<file path="src/rtl/vbe_pkg.sv">
package vbe_pkg;
  typedef enum logic [1:0] {
    ST_IDLE   = 2'd0,
    ST_WAIT   = 2'd1,
    ST_ACTIVE = 2'd2
  } vbe_state_e;
endpackage

</file>
<file path="src/rtl/vbe_guard_div.sv">
module vbe_guard_div #(
  parameter int HT_W     = 14,
  parameter int PCLK_W   = 20,
  parameter int GUARD_US = 100,
  parameter int GL_W     = 14
) (
  input  logic              clk,
  input  logic              rst_n,
  input  logic              restart_i,
  input  logic [HT_W-1:0]   htotal_i,
  input  logic [PCLK_W-1:0] pclk_khz_i,
  output logic [GL_W-1:0]   guard_o,
  output logic              ready_o
);
  localparam int GU_W  = $clog2(GUARD_US + 1);
  localparam int DEN_W = HT_W + 10;
  localparam int NUM_W = ((PCLK_W + GU_W > DEN_W) ? PCLK_W + GU_W : DEN_W) + 1;
  localparam int CNT_W = $clog2(NUM_W + 1);

  // numerator of the rounded-up quotient
  function automatic logic [NUM_W-1:0] ceil_num(input logic [HT_W-1:0] ht,
                                                input logic [PCLK_W-1:0] pk);
    logic [NUM_W-1:0] a, b;
    a = NUM_W'(GUARD_US) * NUM_W'(pk);
    b = NUM_W'(ht) * NUM_W'(1000);
    return (ht == '0) ? '0 : a + b - NUM_W'(1);
  endfunction

  function automatic logic [GL_W-1:0] sat_lines(input logic [NUM_W-1:0] q);
    return (q > NUM_W'({GL_W{1'b1}})) ? {GL_W{1'b1}} : q[GL_W-1:0];
  endfunction

  logic [DEN_W-1:0] den_q, rem_q, rem_n;
  logic [NUM_W-1:0] quo_q, quo_n;
  logic [CNT_W-1:0] cnt_q;
  logic             busy_q;
  logic [DEN_W:0]   trial;
  logic             take;

  always_comb begin
    trial = {rem_q, quo_q[NUM_W-1]};
    take  = trial >= {1'b0, den_q};
    rem_n = take ? DEN_W'(trial - {1'b0, den_q}) : trial[DEN_W-1:0];
    quo_n = {quo_q[NUM_W-2:0], take};
  end

  always_ff @(posedge clk or negedge rst_n) begin
    if (!rst_n) begin
      den_q   <= '0;
      rem_q   <= '0;
      quo_q   <= '0;
      cnt_q   <= '0;
      busy_q  <= 1'b0;
      guard_o <= '0;
    end else if (restart_i) begin
      den_q  <= DEN_W'(htotal_i) * DEN_W'(1000);
      quo_q  <= ceil_num(htotal_i, pclk_khz_i);
      rem_q  <= '0;
      cnt_q  <= CNT_W'(NUM_W);
      busy_q <= 1'b1;
    end else if (busy_q) begin
      rem_q <= rem_n;
      quo_q <= quo_n;
      cnt_q <= cnt_q - CNT_W'(1);
      if (cnt_q == CNT_W'(1)) begin
        busy_q  <= 1'b0;
        guard_o <= (den_q == '0) ? '0 : sat_lines(quo_n);
      end
    end
  end

  assign ready_o = !busy_q && !restart_i;

  a_r1_busy_after_reload: assert property (@(posedge clk) disable iff (!rst_n)
    restart_i |=> !ready_o);
  a_r2_zero_line_guard: assert property (@(posedge clk) disable iff (!rst_n)
    (busy_q && cnt_q == CNT_W'(1) && den_q == '0) |=> guard_o == '0);
endmodule

</file>
<file path="src/rtl/vbe_window.sv">
module vbe_window #(
  parameter int LINE_W = 13,
  parameter int GL_W   = 14
) (
  input  logic [LINE_W-1:0] vbl_start_i,
  input  logic              interlace_i,
  input  logic [GL_W-1:0]   guard_i,
  input  logic [LINE_W-1:0] scanline_i,
  output logic              bypass_o,
  output logic              in_win_o
);
  localparam int SW = LINE_W + 2;

  function automatic logic [LINE_W-1:0] eff_start(input logic [LINE_W-1:0] v,
                                                  input logic il);
    logic [LINE_W:0] up;
    up = {1'b0, v} + (LINE_W+1)'(1);
    return il ? up[LINE_W:1] : v;
  endfunction

  logic [LINE_W-1:0] ve;
  logic signed [SW-1:0] lo, hi, sl;

  always_comb begin
    ve       = eff_start(vbl_start_i, interlace_i);
    lo       = $signed({2'b00, ve}) - $signed({1'b0, guard_i});
    hi       = $signed({2'b00, ve}) - $signed(SW'(1));
    sl       = $signed({2'b00, scanline_i});
    bypass_o = (lo <= 0) || (hi <= 0);
    in_win_o = (sl >= lo) && (sl <= hi);
  end
endmodule

</file>
<file path="src/rtl/vblank_update_guard.sv">
module vblank_update_guard #(
  parameter int HT_W        = 14,
  parameter int PCLK_W      = 20,
  parameter int LINE_W      = 13,
  parameter int FRAME_W     = 32,
  parameter int EL_W        = 24,
  parameter int GUARD_US    = 100,
  parameter int TIMEOUT_CYC = 100000
) (
  input  logic               clk,
  input  logic               rst_n,
  input  logic [HT_W-1:0]    htotal_i,
  input  logic [PCLK_W-1:0]  pclk_khz_i,
  input  logic [LINE_W-1:0]  vbl_start_i,
  input  logic               interlace_i,
  input  logic [LINE_W-1:0]  scanline_i,
  input  logic [FRAME_W-1:0] frame_i,
  input  logic               start_i,
  input  logic               end_i,
  output logic               grant_o,
  output logic               late_o,
  output logic               done_o,
  output logic               fail_o,
  output logic [LINE_W-1:0]  start_line_o,
  output logic [LINE_W-1:0]  end_line_o,
  output logic [EL_W-1:0]    elapsed_o
);
  import vbe_pkg::*;

  localparam int GL_W   = LINE_W + 1;
  localparam int TM_W   = $clog2(TIMEOUT_CYC + 1);
  localparam int MODE_W = HT_W + PCLK_W + LINE_W + 1;

  logic [MODE_W-1:0]  mode_now, mode_q;
  logic               mode_chg, div_ready, bypass, in_win;
  logic [GL_W-1:0]    guard;
  vbe_state_e         st;
  logic [TM_W-1:0]    timer;
  logic [EL_W-1:0]    el_q;
  logic [FRAME_W-1:0] start_fc;
  logic               line_ok, tmo_hit;

  assign mode_now = {htotal_i, pclk_khz_i, vbl_start_i, interlace_i};
  assign mode_chg = mode_now != mode_q;

  always_ff @(posedge clk or negedge rst_n) begin
    if (!rst_n) mode_q <= '0;
    else        mode_q <= mode_now;
  end

  vbe_guard_div #(.HT_W(HT_W), .PCLK_W(PCLK_W), .GUARD_US(GUARD_US), .GL_W(GL_W)) u_div (
    .clk(clk), .rst_n(rst_n), .restart_i(mode_chg), .htotal_i(htotal_i),
    .pclk_khz_i(pclk_khz_i), .guard_o(guard), .ready_o(div_ready));

  vbe_window #(.LINE_W(LINE_W), .GL_W(GL_W)) u_win (
    .vbl_start_i(vbl_start_i), .interlace_i(interlace_i), .guard_i(guard),
    .scanline_i(scanline_i), .bypass_o(bypass), .in_win_o(in_win));

  assign line_ok = div_ready && (bypass || !in_win);
  assign tmo_hit = timer == TM_W'(TIMEOUT_CYC - 1);

  always_ff @(posedge clk or negedge rst_n) begin
    if (!rst_n) begin
      st           <= ST_IDLE;
      timer        <= '0;
      el_q         <= '0;
      start_fc     <= '0;
      grant_o      <= 1'b0;
      late_o       <= 1'b0;
      done_o       <= 1'b0;
      fail_o       <= 1'b0;
      start_line_o <= '0;
      end_line_o   <= '0;
      elapsed_o    <= '0;
    end else begin
      grant_o <= 1'b0;
      late_o  <= 1'b0;
      done_o  <= 1'b0;
      fail_o  <= 1'b0;
      case (st)
        ST_IDLE: if (start_i) begin
          st    <= ST_WAIT;
          timer <= '0;
        end
        ST_WAIT: if (line_ok || tmo_hit) begin
          st           <= ST_ACTIVE;
          grant_o      <= 1'b1;
          late_o       <= !line_ok;
          start_fc     <= frame_i;
          start_line_o <= scanline_i;
          el_q         <= '0;
        end else begin
          timer <= timer + TM_W'(1);
        end
        ST_ACTIVE: if (end_i) begin
          st         <= ST_IDLE;
          done_o     <= 1'b1;
          fail_o     <= (start_fc != '0) && (frame_i != start_fc);
          end_line_o <= scanline_i;
          elapsed_o  <= el_q;
        end else if (el_q != '1) begin
          el_q <= el_q + EL_W'(1);
        end
        default: st <= ST_IDLE;
      endcase
    end
  end

  a_r4_hold_inside_window: assert property (@(posedge clk) disable iff (!rst_n)
    (st == ST_WAIT && div_ready && !bypass && in_win && !tmo_hit) |=> !grant_o);
  a_r1_no_grant_while_dividing: assert property (@(posedge clk) disable iff (!rst_n)
    (st == ST_WAIT && !div_ready && !tmo_hit) |=> !grant_o);
  a_r6_late_rides_grant: assert property (@(posedge clk) disable iff (!rst_n)
    late_o |-> grant_o);
  a_r8_fail_rides_done: assert property (@(posedge clk) disable iff (!rst_n)
    fail_o |-> done_o);
  a_r9_done_only_when_open: assert property (@(posedge clk) disable iff (!rst_n)
    done_o |-> $past(st == ST_ACTIVE));
  a_r9_single_pulse: assert property (@(posedge clk) disable iff (!rst_n)
    $onehot0({grant_o, done_o}));
endmodule

</file>
<file path="config.mk">
export PLATFORM = sky130hd
export DESIGN_NAME = vblank_update_guard
export DESIGN_NICKNAME = d
export VERILOG_FILES = /design/src/rtl/vbe_pkg.sv /design/src/rtl/vbe_guard_div.sv /design/src/rtl/vbe_window.sv /design/src/rtl/vblank_update_guard.sv
export SDC_FILE = /design/constraint.sdc
export NUM_CORES = 1
export LEC_CHECK = 0
export BUFFER_PORTS_ARGS = -buffer_cell sky130_fd_sc_hd__buf_2
export CORE_UTILIZATION = 60
export DETAILED_ROUTE_END_ITERATION = 12
export PLACE_DENSITY = 0.79
export SLEW_MARGIN = 25
export SYNTH_ARGS = -nofsm -noshare
export SYNTH_HDL_FRONTEND = slang
export SYNTH_SLANG_ARGS = --single-unit
export TNS_END_PERCENT = 50
</file>
<file path="constraint.sdc">
create_clock -name clk -period 5.6 [get_ports clk]
set_clock_uncertainty 0.2 [all_clocks]
set_input_delay 0.84 -clock clk [delete_from_list [all_inputs] [get_ports clk]]
set_output_delay 0.84 -clock clk [all_outputs]
set_load 0.01 [all_outputs]
</file>
# --- Yosys cells after proc, flatten, opt, wreduce, memory -nomap -nowiden ---
# Index checks and enable logic that the tools add are counted.
word_totals:
  elab_cells: 107
  out_inout_bits: 54
  input_bits: 97
  reg_bits: 270
classes:
  n_lt_le_gt_ge: 6
  eq_ne: 13
  add_sub_neg: 9
  n_reduce_logical: 24
  bitwise_logic: 1
  multipliers: 3
  mux: 33
ops:
  columns: ["cell", "count"]
  rows:
  - ["$mux 24", 6]
  - ["$mux 28", 3]
  - ["$ne 48x48->1", 1]
  - ["$pmux 24 s2", 1]
  - ["$mul 14x7->21 const B", 2]
  - ["$mux 17", 2]
  - ["$pmux 17 s2", 1]
  - ["$ne 32x32->1", 1]
  - ["$reduce_bool 32->1", 1]
  - ["$add 27x24->28", 1]
  - ["$gt 28x14->1 const B", 1]
  - ["$mux 14", 2]
  - ["$sub 28x1->28 const B", 1]
  - ["$ge 25x24->1", 1]
  - ["$mul 5x20->25 const A", 1]
  - ["$add 24x1->24 const B", 1]
  - ["$logic_not 24->1", 1]
  - ["$ne 24x24->1 const B", 1]
  - ["$sub 24x24->24", 1]
  - ["$add 17x1->17 const B", 1]
  - ["$eq 17x17->1 const B", 1]
  - ["$ge 14x15->1", 1]
  - ["$le 15x1->1 const B", 1]
  - ["$sub 13x14->15", 1]
  - ["other kinds (24)", 55]

# --- Longest topological paths before layout ---
logic_depth:
  word_depth: 11
  mapped_depth: 30
  depth_no_buf: 30

# --- By module ---
# A second synthesis with hierarchy kept.
unflattened:
  cells_unflattened: 2285
  hier_area_um2: 21458.1
by_module_without_submodules:
  columns: ["mod", "area_per_inst_um2", "cells_per_inst", "seq_area_each_um2", "n_inst"]
  rows:
  - ["vbe_guard_div", 11491.0, 1303, 2327.2, 1]
  - ["vblank_update_guard", 7778.7, 687, 4429.2, 1]
  - ["vbe_window", 2188.3, 295, 0.0, 1]

# --- Worst setup path after synthesis ---
# No wires, ideal clock.
synth_timing:
  path_type: "input port to flip-flop"
  startpoint: "input port htotal_i[0]"
  endpoint: "register u_div.quo_q[26]"
  path_buffers: 0
  t_required_ns: 5.262
  stages: 26
  setup_ns: 0.138
  t_arrival_ns: 6.585
  slack_ns: -1.323
  path_cell_list: "fa_1 inv_1 fa_1 inv_1 fa_1 fa_1 ha_1 nand2b_1 a21oi_1 nor3_1 o31ai_1 o41ai_1 o21bai_1 a21oi_1 xor2_1 ha_1 inv_1 ha_1 and3_1 o21ai_0 o21a_1 a311oi_1 o21ai_0 o31ai_1 xnor2_1 o22ai_1"
synth_between:
  elab_chain_cells: 5
  word_cells_on_any_way: 8
  cone_classes: "2 x add/sub; 1 x mul; 1 x eq/ne; 2 x mux; 2 x reduce/logical"
synth_rtl:
  columns: ["item", "line_no", "rtl"]
  rows:
  - ["start: declaration", "vblank_update_guard.sv:12", "input logic [HT_W-1:0] htotal_i,"]
  - ["$mul 14x7->21", "vbe_guard_div.sv:25", "b = NUM_W'(ht) * NUM_W'(1000);"]
  - ["$add 27x24->28", "vbe_guard_div.sv:26", "return (ht == '0) ? '0 : a + b - NUM_W'(1);"]
  - ["$sub 28x1->28", "vbe_guard_div.sv:26", null]
  - ["$mux 28", "vbe_guard_div.sv:26", null]
  - ["$mux 28", "vbe_guard_div.sv:55", "end else if (restart_i) begin"]
  - ["end signal: assignment", "vbe_guard_div.sv:57", "quo_q <= ceil_num(htotal_i, pclk_khz_i);"]
  - ["end signal: assignment", "vbe_guard_div.sv:63", "quo_q <= quo_n;"]
  - ["end: declaration", "vbe_guard_div.sv:34", "logic [NUM_W-1:0] quo_q, quo_n;"]
# Several ways; a longest one is shown, not always the timed one.
# A chain may end at the register's enable or synchronous reset.

# --- Final worst setup path ---
layout_timing:
  startpoint: "input port htotal_i[0]"
  endpoint: "register u_div.quo_q[27]"
# The elaborated chain is that of the path after synthesis.

==> flow_summary.yaml <==
status:
  result_of_the_run: "complete, but fails checks"
  violations: "negative setup slack"
cts:
  clk_path_buf_depth: 3
  worst_setup_hold_path_clk_slew_ns: 0.06
  numCtsBuffers: 31
  root_buffer: "clkbuf_16"
  clock-sinks: 270
  tritoncts_clock_tree: "built"
  clock_insertion_delay_worst_skew_ns: 0.60
  h-tree-depth: 1
setup_path:
  slowest_stage: "fa_1"
  critPathMaxFanout: 5
  startpoint: "htotal_i[0]"
  critPathBufInv: 6
  max_stage_delay_ns: 0.56
  crit-reg2reg-capture: "el_q[20]"
  cp_top_family: "adder cells"
  timing.critical_path.mode_cell: "fa_1"
  r2r-start: "u_div.guard_o[0]"
  critPathCapture: "u_div.quo_q[27]"
  end_kind: "flop"
  worst-path-stages: 29
  reg2reg_depth: 20
  timing.critical_path.arrival_ns: 7.10
  critical_path_required_ns: 5.88
  reg2reg_setup_slack_ns: 0.80
  crit_type: "in -> reg"
  startpoint_type: "input port"
logic_synthesis:
  synth.distinct_cells: 87
  post_synth_instance_area_um2: 20800
  yosys_warnings: 0
  synth_cells: 2169
  yosys_register_bits: 270
  syn_avg_cell_area_um2: 9.59
  yosysSeqAreaShare_pct: 32.5
  mappedNetlistNets: 2562
  synth_enable_flop_cells: 0
  most_common_flop_cell_mapped_by_yosys: "dfrtp_1"
  asyncSetResetFlopFracSynth_pct: 100
power_and_ir_drop:
  power_leakage_nw: 12.8
  worst_ir_drop_vdd_mv: 1.19
  total_power_w: 0.0200
  power_density_nw_per_um2: 768
sta:
  setup_violations: 14
  setup_slack_ns: -1.22
  rsz_0062_raised_after_global_routing: "true"
  worst_margin_pin_slew_ns: 0.846
  relSlewSlack_pct: 43.6
  layout_min_cycle_time_ns: 6.82
  fin_crit_sh_pct: 122
  max_freq_ghz: 0.147
  slew_violations: 0
  whs_ns: 0.0779
  hold_violations: 0
drt:
  dr.first_iter.drc_count: 1363
  final_antenna_net_count: 0
  avgRoutedWirePerCell_um: 19.5
  avgViaCountPerCell: 6.02
  total_detailed_routing_wirelength_um: 60100
  firstDrtPassIters: 6
  post-route-drc-count: 0
  dr_total_vias: 18600
die:
  core_um2: 33800
  io-pin-count: 151
  die-width_um: 188
  core.rowCount: 67
  design.die.area_um2: 35400
  die-height_um: 188
  initial_utilization_pct: 61.6
grt:
  global_route.usage.total_pct: 31.2
  grt_max_degree: 122
  grt.overflow.total: 0
  first_global_vias: 18400
  global_route_wire_length_before_repair_um: 90200
  antenna_found_initial: 1
layout:
  mostFrequentLayoutCells: "buf_4 (314), dfrtp_1 (269), inv_1 (263)"
  fillers: 2104
  post_route_cells_drive_above_1_share_pct: 27.6
  layout_commonest_cell: "buf_4"
  stdcell_area_um2: 26000
  final_net_count: 3005
  n_antenna_cell: 0
  flow.area_growth_from_synthesis_pct: 25.2
hold_path:
  holdCritPathClass: "in -> async"
placed_design:
  gp_congestion: 0.935
  io_buffer_count: 150
  standard_cell_area_after_detailed_placement_um2: 24300
  place.detailed.hpwl_um: 41600
run:
  max_cap_viol_count: 0
[cell families after synthesis]
family | synth area share, %
AO/OA/AOI/OAI | 14.4
adder cells (fa/ha/maj) | 20.1
XOR/XNOR | 7.41
multiplexers | 6.70
AND/OR/NAND/NOR | 12.5
buffers and inverters | 6.48
flip-flops | 32.5
[power breakdown]
group          switching, W  total, W  internal [W]
sequential         0.000201   0.00253       0.00233
combinational       0.00763    0.0154       0.00773
clock              0.000865   0.00212       0.00125
[metal layers]
metal	vias to the layer above	track usage [%]	part of all wire (%)
met1	9082	38.3	39
met2	732	54.6	49
met4	2	14.0	6.2
li1	8478	-	-
met5	-	0	0.022
met3	280	4.04	6.1
[flip-flops by register name (all words and copies together) (netlist names)]
name	count
mode_q	48
start_fc	32
u_div.quo_q	28
el_q	24
elapsed_o	24
u_div.rem_q	24
u_div.den_q	21
timer	17
u_div.guard_o	14
end_line_o	13
start_line_o	13
u_div.cnt_q	5
st	2
done_o	1
fail_o	1
grant_o	1
late_o	1
u_div.busy_q	1
[metrics by stage]
step / setup TNS, ns / util, % / worst slack (ns) / instances
floorplan: -5.96 / - / -0.990 / 2169
global placement: -33.07 / 71.8 / -1.30 / 3003
detailed placement: -41.80 / 71.8 / -1.53 / 3003
CTS: -4.76 / 75.7 / -0.648 / 3070
global route: -11.49 / 77.1 / -1.37 / 3084
finish: -9.95 / 77.1 / -1.22 / 3084
[how the worst min path moves through the flow]
stage	from	endpoint	slack, ns	depth (start not counted)
finish	rst_n	start_fc[20]	0.08	1
floorplan	timer[16]	timer[16]	0.24	1
global route	rst_n	start_fc[20]	0.14	1
detailed placement	u_div.guard_o[4]	u_div.guard_o[4]	0.27	2
global placement	timer[16]	timer[16]	0.25	1
CTS	rst_n	start_fc[17]	0.12	1
[area by class of cell]
type	count	area, um^2	area share, %
flip-flops and latches	270	6760	26.0
inverters	281	1060	4.07
clock buffers	43	891	3.42
repair buffers	471	3240	12.5
clock inverters	14	178	0.682
multi-input cells	1557	13300	51.3
well taps	448	561	2.15
[timing repair]
item                                    CTS  global route
endpoints found under the setup margin   12            83
setup buffers                            10            13
cloned                                    0             1
hold buffers                              0             0
pin swaps                                53            34
gates resized for setup                  35            73
[Yosys cell counts (5+ instances only)]
cell type | n | share of area [%]
mux2_4 | 11 | 0.79
nand4_1 | 44 | 1.3
a211oi_1 | 27 | 0.97
nand2_1 | 135 | 2.4
nand4b_1 | 6 | 0.25
xor2_1 | 40 | 1.7
o21a_1 | 18 | 0.65
nor3_1 | 29 | 0.70
buf_2 | 10 | 0.24
nand2b_1 | 25 | 0.75
and2_1 | 8 | 0.24
nor4_1 | 30 | 0.90
o21ai_0 | 114 | 2.7
nor2_1 | 110 | 2.0
o31ai_1 | 7 | 0.25
mux2_2 | 51 | 2.8
a31oi_1 | 18 | 0.54
and3_1 | 27 | 0.81
a21o_1 | 26 | 0.94
nor2b_1 | 11 | 0.33
a41oi_1 | 8 | 0.34
fa_1 | 63 | 6.1
xnor2_1 | 136 | 5.7
dfrtp_1 | 270 | 32
o21bai_1 | 16 | 0.58
a21oi_1 | 105 | 2.5
a31oi_2 | 12 | 0.72
o211ai_1 | 10 | 0.36
o2bb2ai_1 | 5 | 0.21
a21boi_0 | 7 | 0.25
buf_6 | 6 | 0.32
nand3b_1 | 5 | 0.18
mux2i_1 | 45 | 2.2
o22ai_1 | 20 | 0.60
mux2_1 | 18 | 0.97
nand3_1 | 45 | 1.1
inv_1 | 281 | 5.1
clkbuf_1 | 37 | 0.67
ha_1 | 233 | 14
or3_1 | 9 | 0.27
buf_1 | 6 | 0.11
Power figures use the tool's default switching activity.
